$ cat src/rtl/pcm_pkg.sv
package pcm_pkg;

    // Transaction phases of the serial sequencer.
    typedef enum logic [2:0] {
        PH_IDLE,
        PH_LEAD,
        PH_HIGH,
        PH_LOW,
        PH_TAIL,
        PH_GAP
    } phase_e;

    // Registered serial pin bundle.
    typedef struct packed {
        logic en;
        logic clk;
        logic oe;
        logic dout;
    } pins_t;

    // Index of each programmable interval.
    localparam int TI_LEAD = 0;
    localparam int TI_HIGH = 1;
    localparam int TI_LOW  = 2;
    localparam int TI_TAIL = 3;
    localparam int TI_GAP  = 4;
    localparam int TI_NUM  = 5;

    // Minimum duration of each interval in nanoseconds.
    function automatic int unsigned interval_ns(int idx);
        return (idx == TI_GAP) ? 125 : 50;
    endfunction

    // Smallest cycle count covering ns at mhz, never below one.
    function automatic int unsigned ns_to_cycles(int unsigned ns, int unsigned mhz);
        int unsigned c;
        c = (ns * mhz + 999) / 1000;
        return (c == 0) ? 1 : c;
    endfunction

endpackage

$ cat src/rtl/pcm_timer.sv
module pcm_timer #(
    parameter int CNT_W = 8
) (
    input  logic             clk,
    input  logic             srst,
    input  logic             load,
    input  logic [CNT_W-1:0] load_val,
    output logic             expired
);
    logic [CNT_W-1:0] cnt;

    // A load of V makes expired rise V-1 cycles later, so a phase lasts V cycles.
    always_ff @(posedge clk) begin
        if (srst) begin
            cnt <= '0;
        end else if (load) begin
            cnt <= load_val - CNT_W'(1);
        end else if (cnt != '0) begin
            cnt <= cnt - CNT_W'(1);
        end
    end

    assign expired = (cnt == '0);
endmodule

$ cat src/rtl/pcm_shift.sv
module pcm_shift #(
    parameter int W = 96
) (
    input  logic         clk,
    input  logic         srst,
    input  logic         load,
    input  logic [W-1:0] load_data,
    input  logic         step,
    input  logic         sin,
    input  logic         capture,
    output logic         head,
    output logic [W-1:0] captured
);
    logic [W-1:0] sh;

    // One register serves both directions: bits leave at the bottom,
    // samples enter at the top, so after W steps sample i sits at bit i.
    always_ff @(posedge clk) begin
        if (srst) begin
            sh <= '0;
        end else if (load) begin
            sh <= load_data;
        end else if (step) begin
            sh <= {sin, sh[W-1:1]};
        end
    end

    always_ff @(posedge clk) begin
        if (srst) begin
            captured <= '0;
        end else if (capture) begin
            captured <= sh;
        end
    end

    assign head = sh[0];
endmodule

$ cat src/rtl/pot_chain_master.sv
module pot_chain_master
    import pcm_pkg::*;
#(
    parameter int N_DEV      = 2,
    parameter int CH_PER_DEV = 6,
    parameter int CH_BITS    = 8,
    parameter int SYS_MHZ    = 100,
    parameter int CNT_W      = 8,
    localparam int FRAME     = N_DEV * CH_PER_DEV * CH_BITS
) (
    input  logic             clk,
    input  logic             srst,
    input  logic             cmd_valid,
    input  logic             cmd_read,
    input  logic [FRAME-1:0] cmd_data,
    input  logic [CNT_W-1:0] t_lead,
    input  logic [CNT_W-1:0] t_high,
    input  logic [CNT_W-1:0] t_low,
    input  logic [CNT_W-1:0] t_tail,
    input  logic [CNT_W-1:0] t_gap,
    output logic             busy,
    output logic             done,
    output logic [FRAME-1:0] rd_data,
    output logic             sp_en,
    output logic             sp_clk,
    output logic             sp_oe,
    output logic             sp_dout,
    input  logic             sp_din
);
    localparam int BW = $clog2(FRAME);

    phase_e          ph;
    pins_t           pins;
    logic            is_read;
    logic [BW-1:0]   bits_left;
    logic            tmr_load, tmr_exp;
    logic [CNT_W-1:0] tmr_val;
    logic            sh_load, sh_step, sh_cap, sh_head;

    // Effective interval counts: zero on an input picks the derived default.
    logic [CNT_W-1:0] t_req [TI_NUM];
    logic [CNT_W-1:0] t_eff [TI_NUM];

    assign t_req[TI_LEAD] = t_lead;
    assign t_req[TI_HIGH] = t_high;
    assign t_req[TI_LOW]  = t_low;
    assign t_req[TI_TAIL] = t_tail;
    assign t_req[TI_GAP]  = t_gap;

    for (genvar gi = 0; gi < TI_NUM; gi++) begin : g_tdef
        localparam logic [CNT_W-1:0] DEF = CNT_W'(ns_to_cycles(interval_ns(gi), SYS_MHZ));
        assign t_eff[gi] = (t_req[gi] == '0) ? DEF : t_req[gi];
    end

    // Phase-exit controls for timer and shifter.
    always_comb begin
        tmr_load = 1'b0;
        tmr_val  = t_eff[TI_LEAD];
        sh_load  = 1'b0;
        sh_step  = 1'b0;
        sh_cap   = 1'b0;
        unique case (ph)
            PH_IDLE: begin
                if (cmd_valid) begin
                    tmr_load = 1'b1;
                    sh_load  = 1'b1;
                end
            end
            PH_LEAD, PH_LOW: begin
                if (tmr_exp) begin
                    tmr_load = 1'b1;
                    tmr_val  = t_eff[TI_HIGH];
                    sh_step  = 1'b1;
                end
            end
            PH_HIGH: begin
                if (tmr_exp) begin
                    tmr_load = 1'b1;
                    tmr_val  = (bits_left == '0) ? t_eff[TI_TAIL] : t_eff[TI_LOW];
                end
            end
            PH_TAIL: begin
                if (tmr_exp) begin
                    tmr_load = 1'b1;
                    tmr_val  = t_eff[TI_GAP];
                    sh_cap   = is_read;
                end
            end
            default: ;
        endcase
    end

    always_ff @(posedge clk) begin
        if (srst) begin
            ph        <= PH_IDLE;
            pins      <= '0;
            is_read   <= 1'b0;
            bits_left <= '0;
            busy      <= 1'b0;
            done      <= 1'b0;
        end else begin
            unique case (ph)
                PH_IDLE: begin
                    done <= 1'b0;
                    if (cmd_valid) begin
                        ph        <= PH_LEAD;
                        busy      <= 1'b1;
                        is_read   <= cmd_read;
                        bits_left <= BW'(FRAME - 1);
                        pins.en   <= 1'b1;
                        pins.oe   <= ~cmd_read;
                        pins.dout <= cmd_data[0];
                    end
                end
                PH_LEAD, PH_LOW: begin
                    if (tmr_exp) begin
                        ph       <= PH_HIGH;
                        pins.clk <= 1'b1;
                    end
                end
                PH_HIGH: begin
                    if (tmr_exp) begin
                        pins.clk <= 1'b0;
                        if (bits_left == '0) begin
                            ph <= PH_TAIL;
                        end else begin
                            ph        <= PH_LOW;
                            bits_left <= bits_left - BW'(1);
                            pins.dout <= sh_head;
                        end
                    end
                end
                PH_TAIL: begin
                    if (tmr_exp) begin
                        ph      <= PH_GAP;
                        pins.en <= 1'b0;
                        pins.oe <= 1'b0;
                    end
                end
                PH_GAP: begin
                    if (tmr_exp) begin
                        ph   <= PH_IDLE;
                        busy <= 1'b0;
                        done <= 1'b1;
                    end
                end
                default: ph <= PH_IDLE;
            endcase
        end
    end

    pcm_timer #(.CNT_W(CNT_W)) u_timer (
        .clk      (clk),
        .srst     (srst),
        .load     (tmr_load),
        .load_val (tmr_val),
        .expired  (tmr_exp)
    );

    pcm_shift #(.W(FRAME)) u_shift (
        .clk       (clk),
        .srst      (srst),
        .load      (sh_load),
        .load_data (cmd_data),
        .step      (sh_step),
        .sin       (sp_din),
        .capture   (sh_cap),
        .head      (sh_head),
        .captured  (rd_data)
    );

    assign sp_en   = pins.en;
    assign sp_clk  = pins.clk;
    assign sp_oe   = pins.oe;
    assign sp_dout = pins.dout;
endmodule

$ cat config.mk
export PLATFORM = sky130hd
export DESIGN_NAME = pot_chain_master
export DESIGN_NICKNAME = d
export VERILOG_FILES = /design/src/rtl/pcm_pkg.sv /design/src/rtl/pcm_timer.sv /design/src/rtl/pcm_shift.sv /design/src/rtl/pot_chain_master.sv
export SDC_FILE = /design/constraint.sdc
export NUM_CORES = 1
export LEC_CHECK = 0
export BUFFER_PORTS_ARGS = -buffer_cell sky130_fd_sc_hd__buf_2
export CORE_UTILIZATION = 53
export DETAILED_ROUTE_END_ITERATION = 7
export HOLD_SLACK_MARGIN = 0.1
export PLACE_DENSITY_LB_ADDON = 0.15
export SETUP_SLACK_MARGIN = 0.02
export SLEW_MARGIN = 15
export SYNTH_ARGS = -nofsm -noshare
export SYNTH_HDL_FRONTEND = slang
export SYNTH_SLANG_ARGS = --single-unit
$ cat constraint.sdc
create_clock -name clk -period 2.8 [get_ports clk]
set_input_delay 0.14 -clock clk [delete_from_list [all_inputs] [get_ports clk]]
set_output_delay 0.14 -clock clk [all_outputs]
set_load 0.005 [all_outputs]
==> out/qor.csv, run 1 <==
metric;value;unit
IO Pins;243;
pre-CTS WS;0.140;ns
f_max;0.380;GHz
maximum vdd drop;0.000437;V
vias per cell;5.56;
Std-Cell Rows;47;
area occupied by multi-input gates;4450;sq um
CTS Buf Count;23;
ys flop type;dfxtp_1;
initial antenna violation count;0;
CP Launch Type;flip-flop;
drt pass-1 iters;5;
Mapped Avg Cell Area;7.70;sq um
largest net degree at the start of global routing;91;
library cells used by synthesis;60;
arrival time worst endpoint;3.09;ns
HPWL after detailed placement;16600;microns
slowest cell delay on critical path;0.58;ns
total gr overflow;0;
syn nets;1332;
CTS clk-pin slew, worst paths;0.06;ns
Setup Skew;0.0221;ns
fin worst setup slack;0.170;ns
Nets;1635;
Syn Std Cell Area;9150;sq um
Die Y;133;microns
final wirelength;26800;microns
CTS tree;built;
relative slew slack;0.540;
outcome;finished clean;
core box area;16700;sq um
design area;12400;sq um
combinational share of power;0.270;
Port Buffers;242;
Final ANT Viol Nets;0;
clk sinks;217;
DRC Markers;0;
Register Area;4350;sq um
RSZ-0062 raised after global routing;false;
Post-synth EDFFs;0;
initial core utilization;0.548;
vias in the first global route;8945;
pwr/cell area;768;nW/um^2
Final Critical Period;2.63;ns
sequential power share;0.418;
YS warnings;0;
Final Hold Vio Count;0;
worst-margin pin slew;0.689;ns
Worst Path Max Fanout;29;
Switching Fraction;0.323;
later-pin clock latency in the skew report;0.52;ns
fillcell total;1271;
NetSw;0.00308;W
Max Cap Viol;0;
drt wl/cell;15.5;microns
Layout area overhead;35.3;%
layout cells sized above 1;0.222;
chip width;133;microns
gpl congestion;0.978;
die outline area;17800;sq um
static leakage;4.97;nW
crit-path cells;or4_4 > nor2_2 > nand2_1 > nand2_8 > buf_16 > nor2_1 > a311oi_1 > dlygate4sd3_1;
setup total negative slack;0;ns
post-placement cell area;10600;sq um
clk buf depth;3;
post-synthesis sequential area ratio;0.475;
fin. max-slew vios;0;
ys async rst share;0;
P_int;0.00644;W
Final Cycle Share;0.939;
Final setup viols;0;
slowest CP cell;or4_4;
part of the power in the clock network;0.312;
Clock H-tree levels;1;
most common cell after layout, fill and taps aside;nand2_1;
first-pass GRT wire length;42900;microns
Crit Path Category;flip-flop to flip-flop;
CP Capture Type;flip-flop;
global-route total usage across every layer;0.291;
Req. time, crit path;3.26;ns
Root Buffer;clkbuf_16;
worst min path class;input pin to flip-flop;
synthesis-stage register bit count;217;
post-synthesis instance total;1189;
most frequent cells in the layout;nand2_1 (404), buf_2 (241), dfxtp_1 (216), nor2_1 (128), a21oi_1 (116);
DR iter-0 viols;686;
total number of vias;9588;
-- path summary, 6_finish.rpt --
| path | startpoint | end | slack, ns | cells past startpoint |
|---|---|---|---|---|
| setup / recovery | u_timer.cnt[3] | u_shift.sh[95] | 0.17 | 8 |
| hold / removal | srst | u_shift.captured[42] | 0.14 | 2 |
| setup reg to reg | u_timer.cnt[3] | u_shift.sh[95] | 0.17 | 8 |
| hold reg to reg | u_shift.captured[27] | u_shift.captured[27] | 0.45 | 2 |
-- registers in the layout (all words and copies together), names as in the netlist --
register	flops
bits_left	7
busy	1
done	1
is_read	1
ph	3
sp_clk	1
sp_dout	1
sp_en	1
sp_oe	1
u_shift.captured	96
u_shift.sh	96
u_timer.cnt	8
-- timing repair --
action / 4_1_cts / 5_1_grt
endpoints found under the setup margin: 0 / 3
hold endpoints to repair: 101 / 0
setup buffers: 0 / 4
gates resized for setup: 0 / 7
hold buffers: 100 / 0
-- power groups by stage --
stage	clock, W	combinational (W)	sequential (W)
5_1_grt	0.00316	0.00284	0.00404
6_report	0.00297	0.00257	0.00398
3_3_place_gp	0	0.00228	0.00401
4_1_cts	0.00301	0.00244	0.00396
3_5_place_dp	0	0.00231	0.00402
2_1_floorplan	0	0.00176	0.00390
-- worst max-delay path, delay by kind of cell, from the launching register on --
family	cells	cell delay (ns)
AND/OR/NAND/NOR	5	1.25
buffers and inverters	2	0.78
flip-flops	1	0.31
AO/OA/AOI/OAI	1	0.23
-- layout make-up --
type,instances,area share
timing repair buffer,374,0.207
inverter,4,0.00121
antenna,1,0.000202
tap,220,0.0222
clock inverter,5,0.00727
clock buffer,33,0.0519
multi-input combinational,872,0.360
sequential,217,0.351
-- layer usage --
| metal | routed length, microns | global-route usage | share of wire |
|---|---|---|---|
| met5 | 0 | 0 | 0 |
| met4 | 744 | 0.0979 | 0.028 |
| met3 | 1930 | 0.0476 | 0.072 |
| met2 | 13100 | 0.507 | 0.49 |
| met1 | 11100 | 0.364 | 0.41 |
-- synthesized netlist by cell type, types with 2 or more instances --
master      n  area [sq um]
nand2_1   405          1520
dfxtp_1   217          4340
nor2_1    129           484
a21oi_1   116           581
a311oi_1   98           858
clkbuf_1   66           248
buf_2      27           135
nor3_1     13          65.1
o21ai_0    11          55.1
nor4_1      7          43.8
nand3_1     6          30.0
a211oi_1    5          37.5
xnor2_1     5          43.8
a31oi_1     4          25.0
inv_1       4          15.0
o21a_1      4          30.0
o21ai_1     4          20.0
or2_2       4          25.0
a22o_1      3          26.3
and3_1      3          18.8
nand3b_1    3          22.5
nand4_1     3          18.8
o31ai_1     3          22.5
a222oi_1    2          20.0
a32oi_1     2          17.5
buf_1       2          7.51
ha_1        2          25.0
mux2_1      2          22.5
nor2b_1     2          12.5
nor3_2      2          20.0
nor3b_1     2          15.0
nor4b_2     2          30.0
or3_1       2          12.5
or4_4       2          22.5
or4b_1      2          20.0
-- kinds of logic (layout without fill, tap and decap cells) --
group,count (synthesis),in the layout,share of synthesized area
fa+ha+maj,2,2,0.00273
compound gates,264,264,0.197
simple gates,597,597,0.271
xor+xnor,6,6,0.00574
flops,217,217,0.475
mux,3,3,0.00355
buf+inv,100,416,0.0451
other cells,0,1,0
-- through the flow --
stage / std cells / utilization / hold slack [ns] / power [W]
global placement: 1582 / 0.633 / 0.405 / 0.00629
global route: 1725 / 0.742 / 0.170 / 0.0100
detailed placement: 1582 / 0.633 / 0.409 / 0.00634
CTS: 1720 / 0.736 / 0.135 / 0.00942
floorplan: 1189 / - / 0.276 / 0.00566
finish: 1726 / 0.742 / 0.138 / 0.00952
No activity file was read; power rests on OpenSTA's default activity.
==> inputs of run 2 (changes only) <==
--- a/config.mk
+++ b/config.mk
@@ -6,7 +6,7 @@
 export NUM_CORES = 1
 export LEC_CHECK = 0
 export BUFFER_PORTS_ARGS = -buffer_cell sky130_fd_sc_hd__buf_2
-export CORE_UTILIZATION = 53
+export CORE_UTILIZATION = 57
 export DETAILED_ROUTE_END_ITERATION = 7
 export HOLD_SLACK_MARGIN = 0.1
 export PLACE_DENSITY_LB_ADDON = 0.15
==> constraint.sdc (replaced) <==
create_clock -name clk -period 3.15 [get_ports clk]
set_input_delay 0.1575 -clock clk [delete_from_list [all_inputs] [get_ports clk]]
set_output_delay 0.1575 -clock clk [all_outputs]
set_load 0.005 [all_outputs]
==> run 2 against run 1 <==
Net effect: non-clock buffer count fell by 13; register-to-register slack improved by 0.08 ns; clock power shrank 14%; critical endpoint unchanged; flip-flop and latch count unchanged; maximum frequency decreased by 9.3%; clock skew shrank 0.0090 ns; via count grew 1.6%; die area down 6.9%; critical path depth decreased by 1; critical path type unchanged; sequential share of layout area rose by 0.61 points; combinational power shrank 16%.
==> out/qor.csv, run 2 (synthesized netlist as in run 1, its figures left out) <==
metric;value;unit
pwr/cell area;678;nW/um^2
sequential power share;0.429;
worst-margin pin slew;0.713;ns
core box area;15400;sq um
drt wl/cell;16.1;microns
first-pass GRT wire length;44100;microns
Final ANT Viol Nets;0;
maximum vdd drop;0.000447;V
Port Buffers;242;
arrival time worst endpoint;3.34;ns
global-route total usage across every layer;0.327;
Root Buffer;clkbuf_16;
Nets;1622;
Final Critical Period;2.90;ns
gpl congestion;0.913;
clk buf depth;3;
fillcell total;1072;
fin cells;1705;
CTS clk-pin slew, worst paths;0.06;ns
NetSw;0.00269;W
initial core utilization;0.593;
total number of vias;9738;
Worst Path Max Fanout;68;
relative slew slack;0.525;
f_max;0.345;GHz
Switching Fraction;0.326;
setup total negative slack;0;ns
DR iter-0 viols;802;
HPWL after detailed placement;16100;microns
fin. max-slew vios;0;
P_int;0.00556;W
Final setup viols;0;
CTS tree;built;
worst min path class;input pin to flip-flop;
die outline area;16600;sq um
Std-Cell Rows;45;
combinational share of power;0.260;
IO Pins;243;
most common cell after layout, fill and taps aside;nand2_1;
Die Y;129;microns
vias in the first global route;9230;
Util after Layout;0.789;
vias per cell;5.71;
Setup Skew;0.0130;ns
final wirelength;27500;microns
initial antenna violation count;0;
Clock H-tree levels;1;
post-placement cell count;1565;
clk sinks;217;
DRC Markers;0;
Final Hold Vio Count;0;
Req. time, crit path;3.59;ns
Final Cycle Share;0.921;
Largest regs;u_shift.captured x96, u_shift.sh x96, u_timer.cnt x8;
static leakage;4.86;nW
total gr overflow;0;
Crit Path Category;flip-flop to flip-flop;
chip width;129;microns
CTS Buf Count;23;
drt pass-1 iters;6;
later-pin clock latency in the skew report;0.49;ns
CP Launch Type;flip-flop;
most frequent cells in the layout;nand2_1 (404), buf_2 (241), dfxtp_1 (217), nor2_1 (128), a21oi_1 (116);
CP Capture Type;flip-flop;
part of the power in the clock network;0.310;
RSZ-0062 raised after global routing;false;
Max Cap Viol;0;
largest net degree at the start of global routing;105;
layout cells sized above 1;0.214;
Layout area overhead;33.0;%
outcome;finished clean;
run 2: per-layer routing:
metal,up-vias,global-route usage,part of all wire
met1,4586,0.384,0.40
met4,0,0.129,0.033
li1,4675,-,-
met3,72,0.0649,0.070
met5,-,0,0
met2,405,0.585,0.49
run 2: final cells by class:
type | instances | area (sq um) | area share
Clock inverter | 5 | 52.6 | 0.00432
Multi-Input combinational cell | 872 | 4440 | 0.365
Sequential cell | 217 | 4340 | 0.357
Timing Repair Buffer | 361 | 2400 | 0.197
Inverter | 4 | 15.0 | 0.00123
Tap cell | 211 | 264 | 0.0217
Antenna cell | 1 | 2.50 | 0.000206
Clock buffer | 34 | 657 | 0.0540
run 2: stage by stage:
stage	hold WS, ns	power (W)	setup slack (ns)	instance area [sq um]
floorplan	0.293	0.00503	0.753	9150
global placement	0.423	0.00551	0.480	10500
detailed placement	0.428	0.00557	0.427	10500
CTS	0.161	0.00822	0.130	12200
global route	0.197	0.00869	0.0419	12200
finish	0.168	0.00825	0.250	12200
run 2: timing repair:
item | 4_1_cts | 5_1_grt
resized for setup | 0 | 2
hold buffers | 100 | 0
setup endpoints to repair | 0 | 1
buffers inserted | 0 | 0
hold endpoints to repair | 101 | 0
run 2: final timing paths:
path | start | endpoint | slack (ns) | cells after the start
setup / recovery | ph[0] | u_shift.sh[95] | 0.25 | 7
hold / removal | srst | u_shift.captured[26] | 0.17 | 2
setup reg to reg | ph[0] | u_shift.sh[95] | 0.25 | 7
hold reg to reg | u_shift.captured[74] | u_shift.captured[74] | 0.45 | 2
run 2: critical path: stages, from the launching register on:
cell,delay [ns]
dfxtp_1,0.71
nor2b_2,0.48
nand2_1,0.16
nand2_4,0.26
buf_12,0.30
nor2_1,0.07
a311oi_1,0.23
dlygate4sd3_1,0.58
run 2: power groups by stage:
stage                     clock network (W)  logic, W  registers, W
after floorplan                           0   0.00156       0.00347
after detailed placement                  0   0.00199       0.00358
after global placement                    0   0.00195       0.00357
after CTS                           0.00259   0.00210       0.00353
after global routing                0.00270   0.00239       0.00360
final                               0.00256   0.00215       0.00354
